### src/rtl/pulse_acc_pkg.sv
package pulse_acc_pkg;
    localparam int CNT_W = 8;

    typedef struct packed {
        logic [CNT_W-1:0] cnt;
        logic             ovf;
    } acc_state_t;
endpackage

### src/rtl/pa_insync.sv
module pa_insync #(
    parameter int STAGES = 2
) (
    input  logic clk,
    input  logic rst_n,
    input  logic pin,
    input  logic pol,
    output logic lvl,
    output logic edge_hit
);
    logic [STAGES-1:0] chain_d, chain_q;
    logic              last_d, last_q;

    always_comb begin
        chain_d = {chain_q[STAGES-2:0], pin};
        last_d  = chain_q[STAGES-1];
    end

    always_ff @(posedge clk or negedge rst_n) begin
        if (!rst_n) begin
            chain_q <= '0;
            last_q  <= 1'b0;
        end else begin
            chain_q <= chain_d;
            last_q  <= last_d;
        end
    end

    assign lvl      = chain_q[STAGES-1];
    // pol = 0 selects a rising edge, pol = 1 a falling edge
    assign edge_hit = pol ? (last_q & ~lvl) : (~last_q & lvl);
endmodule

### src/rtl/pa_prescale.sv
module pa_prescale #(
    parameter int PRE_W = 8
) (
    input  logic clk,
    input  logic rst_n,
    input  logic run,
    output logic tick
);
    localparam logic [PRE_W-1:0] PRE_MAX = '1;

    logic [PRE_W-1:0] pre_d, pre_q;

    always_comb begin
        pre_d = run ? pre_q + 1'b1 : pre_q;
    end

    always_ff @(posedge clk or negedge rst_n) begin
        if (!rst_n) pre_q <= '0;
        else        pre_q <= pre_d;
    end

    assign tick = run && (pre_q == PRE_MAX);
endmodule

### src/rtl/pulse_acc.sv
module pulse_acc
    import pulse_acc_pkg::*;
#(
    parameter int PRE_W       = 8,
    parameter int SYNC_STAGES = 2
) (
    input  logic             clk,
    input  logic             rst_n,
    input  logic             acc_en,
    input  logic             mode_gated,
    input  logic             pol_sel,
    input  logic             ext_pin,
    input  logic             src_en,
    input  logic             cnt_we,
    input  logic [CNT_W-1:0] cnt_wdata,
    output logic [CNT_W-1:0] cnt_rdata,
    input  logic             ovf_w1c,
    input  logic             ovf_ie,
    output logic             ovf_flag,
    output logic             ovf_irq
);
    localparam logic [CNT_W-1:0] CNT_MAX = '1;

    acc_state_t st_d, st_q;
    logic       pin_lvl, pin_edge, pre_tick, gate_on, inc, wrap;

    pa_insync #(.STAGES(SYNC_STAGES)) u_sync (
        .clk      (clk),
        .rst_n    (rst_n),
        .pin      (ext_pin),
        .pol      (pol_sel),
        .lvl      (pin_lvl),
        .edge_hit (pin_edge)
    );

    pa_prescale #(.PRE_W(PRE_W)) u_pre (
        .clk   (clk),
        .rst_n (rst_n),
        .run   (acc_en & src_en),
        .tick  (pre_tick)
    );

    always_comb begin
        gate_on = pin_lvl ^ pol_sel;
        inc     = acc_en & (mode_gated ? (pre_tick & gate_on) : pin_edge);
        wrap    = 1'b0;
        st_d    = st_q;
        if (cnt_we) begin
            st_d.cnt = cnt_wdata;
        end else if (inc) begin
            st_d.cnt = st_q.cnt + 1'b1;
            wrap     = (st_q.cnt == CNT_MAX);
        end
        if (ovf_w1c) st_d.ovf = 1'b0;
        if (wrap)    st_d.ovf = 1'b1;
    end

    always_ff @(posedge clk or negedge rst_n) begin
        if (!rst_n) st_q <= '0;
        else        st_q <= st_d;
    end

    assign cnt_rdata = st_q.cnt;
    assign ovf_flag  = st_q.ovf;
    assign ovf_irq   = st_q.ovf & ovf_ie;
endmodule

### config.mk
export PLATFORM = sky130hd
export DESIGN_NAME = pulse_acc
export DESIGN_NICKNAME = d
export VERILOG_FILES = /design/src/rtl/pulse_acc_pkg.sv /design/src/rtl/pa_insync.sv /design/src/rtl/pa_prescale.sv /design/src/rtl/pulse_acc.sv
export SDC_FILE = /design/constraint.sdc
export NUM_CORES = 1
export LEC_CHECK = 0
export BUFFER_PORTS_ARGS = -buffer_cell sky130_fd_sc_hd__buf_2
export CORE_UTILIZATION = 45
export DETAILED_ROUTE_END_ITERATION = 7
export HOLD_SLACK_MARGIN = 0.08
export PLACE_DENSITY = 0.71
export SKIP_CTS_REPAIR_TIMING = 1
export SYNTH_ARGS = -nofsm -noshare
export SYNTH_HDL_FRONTEND = slang
export SYNTH_SLANG_ARGS = --single-unit
### constraint.sdc
create_clock -name clk -period 1.8 [get_ports clk]
set_input_delay 0.18 -clock clk [delete_from_list [all_inputs] [get_ports clk]]
set_output_delay 0.18 -clock clk [all_outputs]
set_load 0.02 [all_outputs]
==> qor.yml, run 1 <==
critical_path:
  cp_cell_sequence: "ha_2, nand2_2, o41ai_4, buf_4, nand4_1, xor2_1, o21ai_0"
  cpMaxStageDelayCell: "o41ai_4"
  r2r-start: "u_pre.pre_q[0]"
  crit_arrival_ns: 2.06
  path_class: "reg2reg"
  cp-startpoint: "u_pre.pre_q[0]"
  end_kind: "register"
  worstPathRequired_ns: 2.02
  critPathTopFamily: "compound AO/OA/AOI/OAI gates"
  start_kind: "register"
  critical_path.max_stage_delay_ns: 0.45
  crit_fanout: 5
  path_buf_inv: 1
logic_synthesis:
  synth_area_per_cell_um2: 10.7
  seq_area_frac_synth_pct: 51.4
  synth_edf_count: 0
  ys_ff_latch: 20
  synth.top_cell.area_share_pct: 51.4
  synth_ff_type: "dfrtp_1"
  synth_mux_area_share_pct: 2.19
  ys_types: 28
  synthTopCellsByCount: "dfrtp_1, nand2_1, xor2_1"
  syn_area_um2: 973
  synth_compound_area_share_pct: 10.2
  synth-xor-area-share_pct: 11.7
  synthAdderAreaFrac_pct: 2.57
  yosys-top-cells-area: "dfrtp_1, xor2_1, xnor2_1, nand2_1, nand4_1"
  syn_inst: 91
  ys_warn_count: 0
  syn_nets: 111
  yosys.cell_count.top_type: "dfrtp_1"
  synth_top_family_by_area: "simple AND/OR/NAND/NOR gates"
  yosys.area_share.simple_pct: 19.9
  synthArstFlopShare_pct: 100
  synth_largest_area_cell: "dfrtp_1"
timing:
  rsz0062_at_grt: "yes"
  period_needed_ns: 1.84
  worst_pin_slew_ns: 0.549
  fmax_mhz: 545
  clock_skew_ns: 0.00171
  relSlewSlack_pct: 63.4
  finalHoldViolCount: 0
  setup_viol_count_final: 2
  timing.final.crit_share_pct: 102
  slew_viol_final: 0
  setup_slack_ns: -0.0363
floorplan:
  dieArea_um2: 2350
  fp.coreArea_um2: 2000
  die_x_um: 48.5
  die_h_um: 48.5
  start_util_pct: 48.6
  ios: 28
  rows: 16
hold_path:
  hp-class: "in2reg"
  worstHoldStart: "cnt_wdata[3]"
cts:
  cts_root_buf: "clkbuf_4"
  path_clk_slew_ns: 0.11
  cts.sink_count: 20
  cts_inserted_buffers: 3
  cts_tree: "done"
  cts_buffer_depth: 2
  htreeDepth: 1
  clk_latency_ns: 0.29
pwr:
  p_sw_share_pct: 29.1
  power_frac_seq_pct: 50.2
  ir_worst_vdd_mv: 0.508
  power.total_w: 0.00129
  internal_power_w: 0.000913
  power_leakage_nw: 0.607
  comb_power_share_pct: 21.8
  p_per_area_nw_per_um2: 1030
  p_clk_share_pct: 28.0
  p_sw_w: 0.000375
finish:
  instances_no_fill: 153
  final_nets: 147
  syn2layout_area_growth_pct: 29.0
  final_cell_area_um2: 1260
  n_antenna_cell: 0
  drive_above_1_share_pct: 35.7
  fin_util_pct: 62.7
placement:
  dp_hpwl_mm: 1.32
  dp_slack_ns: 0.0684
  port_buffers: 27
  dp_cells: 143
  dpl_cell_area_um2: 1130
  gp_congestion: 0.698
global_routing:
  grt_use_total_pct: 17.2
  grt_pass1_wl_mm: 3.14
  overflow: 0
  first_global_vias: 716
  grt_max_degree: 21
  antenna_found_initial: 0
drt:
  vias_per_cell: 5.03
  first_pass_iters: 4
  wl_mm: 1.89
  wl_per_cell_um: 12.3
  drc: 0
  drt_iter0_markers: 8
  via_count: 769
  final_antenna_net_count: 0
job:
  cap_violations: 0
outcome:
  violations: "negative setup slack"
  status: "finished with violations"
==> tightest hold or removal path, cell delays in order <==
cell and delay [ns]:
buf_2 0.08, nand2_1 0.04, o21ai_0 0.05
==> cell families after synthesis <==
| kind of cell | after synthesis |
|---|---|
| AOI/OAI and AO/OA | 13 |
| xor gates and xnor gates | 13 |
| adders and majority gates | 2 |
| buffers and inverters | 5 |
| DFF | 20 |
| muxes | 2 |
| and+or+nand+nor | 36 |
==> through the flow <==
step,hold WS [ns],setup TNS [ns]
2_1_floorplan,-0.116,0
3_3_place_gp,0.152,0
3_5_place_dp,0.148,0
4_1_cts,-0.185,0
5_1_grt,0.0907,-0.972
6_report,0.0887,-0.0457
==> path summary, 6_finish.rpt <==
kind,to,cells past startpoint,slack (ns)
min reg2reg,u_sync.chain_q[1],0,0.37
max in group asynchronous,cnt_rdata[3],2,1.15
max reg2reg,cnt_rdata[3],7,-0.04
max,cnt_rdata[3],7,-0.04
min in group asynchronous,u_pre.pre_q[0],2,0.35
min,cnt_rdata[3],3,0.09
==> registers in the layout, summed over array words and instances, names as in the netlist <==
signal and count:
u_pre.pre_q 8, u_sync.last_q 1, cnt_rdata 8, u_sync.chain_q 2
ovf_flag 1
==> cell usage in the layout (no fill, tap or decap), types with 3 or more instances in the layout <==
cell	count
and3_1	4
buf_2	27
buf_4	3
clkbuf_4	3
dfrtp_1	20
dlygate4sd3_1	3
inv_1	3
nand2_1	11
nand4_1	5
nor2_1	4
o21ai_0	3
o21ai_1	4
xnor2_1	6
xor2_1	7
==> per-layer routing <==
layer	wire length (um)	up-vias	share of wire, %	GRT usage [%]
li1	-	389	-	-
met1	890	360	47	23.0
met2	919	18	49	29.1
met3	66	2	3.5	2.83
met4	12	0	0.64	4.41
met5	0	-	0	0
==> power by group through the flow <==
stage	sequential (W)	clock [W]	combinational, W
after floorplan	0.000653	0	0.000155
after global placement	0.000644	0	0.000240
after detailed placement	0.000648	0	0.000250
after CTS	0.000642	0.000372	0.000249
after global routing	0.000663	0.000390	0.000314
final	0.000646	0.000361	0.000281
==> area by class of cell <==
cell class / instances / area, um^2
timing repair buffer: 33 / 188
fill: 186 / 746
sequential: 20 / 500
inverter: 3 / 11.3
multi-input combinational: 66 / 470
clock inverter: 1 / 30.0
clock buffer: 3 / 22.5
tap: 27 / 33.8
Note: power is estimated with default switching activity, not from simulation.
==> run 2: changes to the inputs <==
==> constraint.sdc (replaced) <==
create_clock -name clk -period 1.8 [get_ports clk]
set_input_delay 0.09 -clock clk [delete_from_list [all_inputs] [get_ports clk]]
set_output_delay 0.09 -clock clk [all_outputs]
set_load 0.02 [all_outputs]
==> run 2 against run 1 <==
Against the previous run: power grew 0.83%; core utilization is 3.5 points higher; via count grew 1.8%; register-to-register slack improved by 0.02 ns; the flow still finishes with violations (negative setup slack); clock skew is essentially flat; routed wire length increased by 2.9%; die area unchanged; worst hold slack worse by 0.054 ns; largest cell class unchanged; critical path depth unchanged; worst setup slack better by 0.018 ns.
==> qor.yml, run 2 (synthesis results as in run 1) <==
timing:
  finalHoldViolCount: 0
  timing.final.crit_share_pct: 101
  setup_viol_count_final: 1
  fmax_mhz: 550
  worst_pin_slew_ns: 0.545
  setup_slack_ns: -0.0187
  clock_skew_ns: 0.00157
  slew_viol_final: 0
  relSlewSlack_pct: 63.7
  rsz0062_at_grt: "yes"
  period_needed_ns: 1.82
critical_path:
  path_class: "reg2reg"
  crit_arrival_ns: 2.04
  cpMaxStageDelayCell: "o41ai_4"
  start_kind: "register"
  crit_fanout: 5
  critical_path.max_stage_delay_ns: 0.44
  cp_cell_sequence: "ha_2, nand2_2, o41ai_4, buf_4, nand4_1, xor2_1, o21ai_0"
  end_kind: "register"
  worstPathRequired_ns: 2.02
global_routing:
  antenna_found_initial: 0
  grt_max_degree: 21
  first_global_vias: 716
  grt_pass1_wl_mm: 3.14
  overflow: 0
  grt_use_total_pct: 17.2
finish:
  final_cell_mix: "buf_2, dfrtp_1, nand2_1, dlygate4sd3_1, xor2_1"
  syn2layout_area_growth_pct: 36.2
  drive_above_1_share_pct: 33.8
  fillCellCount: 169
  n_antenna_cell: 0
  final_common_cell: "buf_2"
  final_nets: 154
cts:
  htreeDepth: 1
  clk_latency_ns: 0.29
  cts_root_buf: "clkbuf_4"
  cts_buffer_depth: 2
  cts.sink_count: 20
  path_clk_slew_ns: 0.11
  cts_inserted_buffers: 3
  cts_tree: "done"
floorplan:
  fp.coreArea_um2: 2000
  start_util_pct: 48.6
  dieArea_um2: 2350
  ios: 28
  die_x_um: 48.5
  die_h_um: 48.5
  rows: 16
placement:
  dp_hpwl_mm: 1.32
  gp_congestion: 0.698
  port_buffers: 27
  dp_slack_ns: 0.0684
hold_path:
  hp-class: "in2reg"
outcome:
  status: "finished with violations"
  violations: "negative setup slack"
pwr:
  power_leakage_nw: 0.636
  power.total_w: 0.00130
  ir_worst_vdd_mv: 0.716
  p_per_area_nw_per_um2: 980
drt:
  drt_iter0_markers: 13
  drc: 0
  wl_mm: 1.94
  wl_per_cell_um: 12.1
  first_pass_iters: 4
  via_count: 783
  final_antenna_net_count: 0
  vias_per_cell: 4.89
job:
  cap_violations: 0
[run 2: cell types whose count changed in the layout (fill, tap and decap cells not counted), sizes merged]
cell / change
dlygate4sd3: +7
[run 2: worst paths after layout]
kind                       depth (start not counted)                end  slack [ns]         startpoint
setup / recovery                                   7       cnt_rdata[3]       -0.02     u_pre.pre_q[0]
min in group asynchronous                          2     u_pre.pre_q[0]        0.26              rst_n
setup reg to reg                                   7       cnt_rdata[3]       -0.02     u_pre.pre_q[0]
hold reg to reg                                    0  u_sync.chain_q[1]        0.37  u_sync.chain_q[0]
max in group asynchronous                          2       cnt_rdata[3]        1.24              rst_n
hold / removal                                     3       cnt_rdata[1]        0.03       cnt_wdata[1]
[run 2: critical path: cells and delay by family (launching register included)]
family | cells | cell delay (ns)
xor+xnor | 1 | 0.18
simple gates | 2 | 0.18
flops | 1 | 0.41
fa+ha+maj | 1 | 0.21
compound gates | 2 | 0.57
buf+inv | 1 | 0.20
[run 2: metal layers]
layer  routed length [um]  GRT usage [%]  up-vias
li1                     -              -      401
met1                  914           23.0      365
met2                  954           29.1       15
met3                   61           2.83        2
met4                   12           4.41        0
met5                    0              0        -
[run 2: layout make-up]
type	instances	area (um^2)	area share [%]
clock buffers	3	22.5	1.70
clock inverters	1	30.0	2.26
inverters	3	11.3	0.849
multi-input cells	66	470	35.5
flip-flops and latches	20	500	37.7
well taps	27	33.8	2.55
repair buffers	40	258	19.4
[run 2: where the power goes]
part	switching (W)	total [W]	internal [W]
clock	0.000136	0.000360	0.000225
sequential	0.000105	0.000647	0.000542
combinational	0.000136	0.000292	0.000156
[run 2: metrics by stage]
stage               area, um^2  setup TNS [ns]  utilization (%)  hold slack (ns)  std cells
CTS                       1190               0             59.3           -0.275        147
global placement          1130               0             56.6           0.0624        143
detailed placement        1130               0             56.6           0.0581        143
finish                    1330         -0.0187             66.3           0.0344        160
floorplan                  973               0                -           -0.206         91
global route              1330          -0.790             66.3           0.0720        160
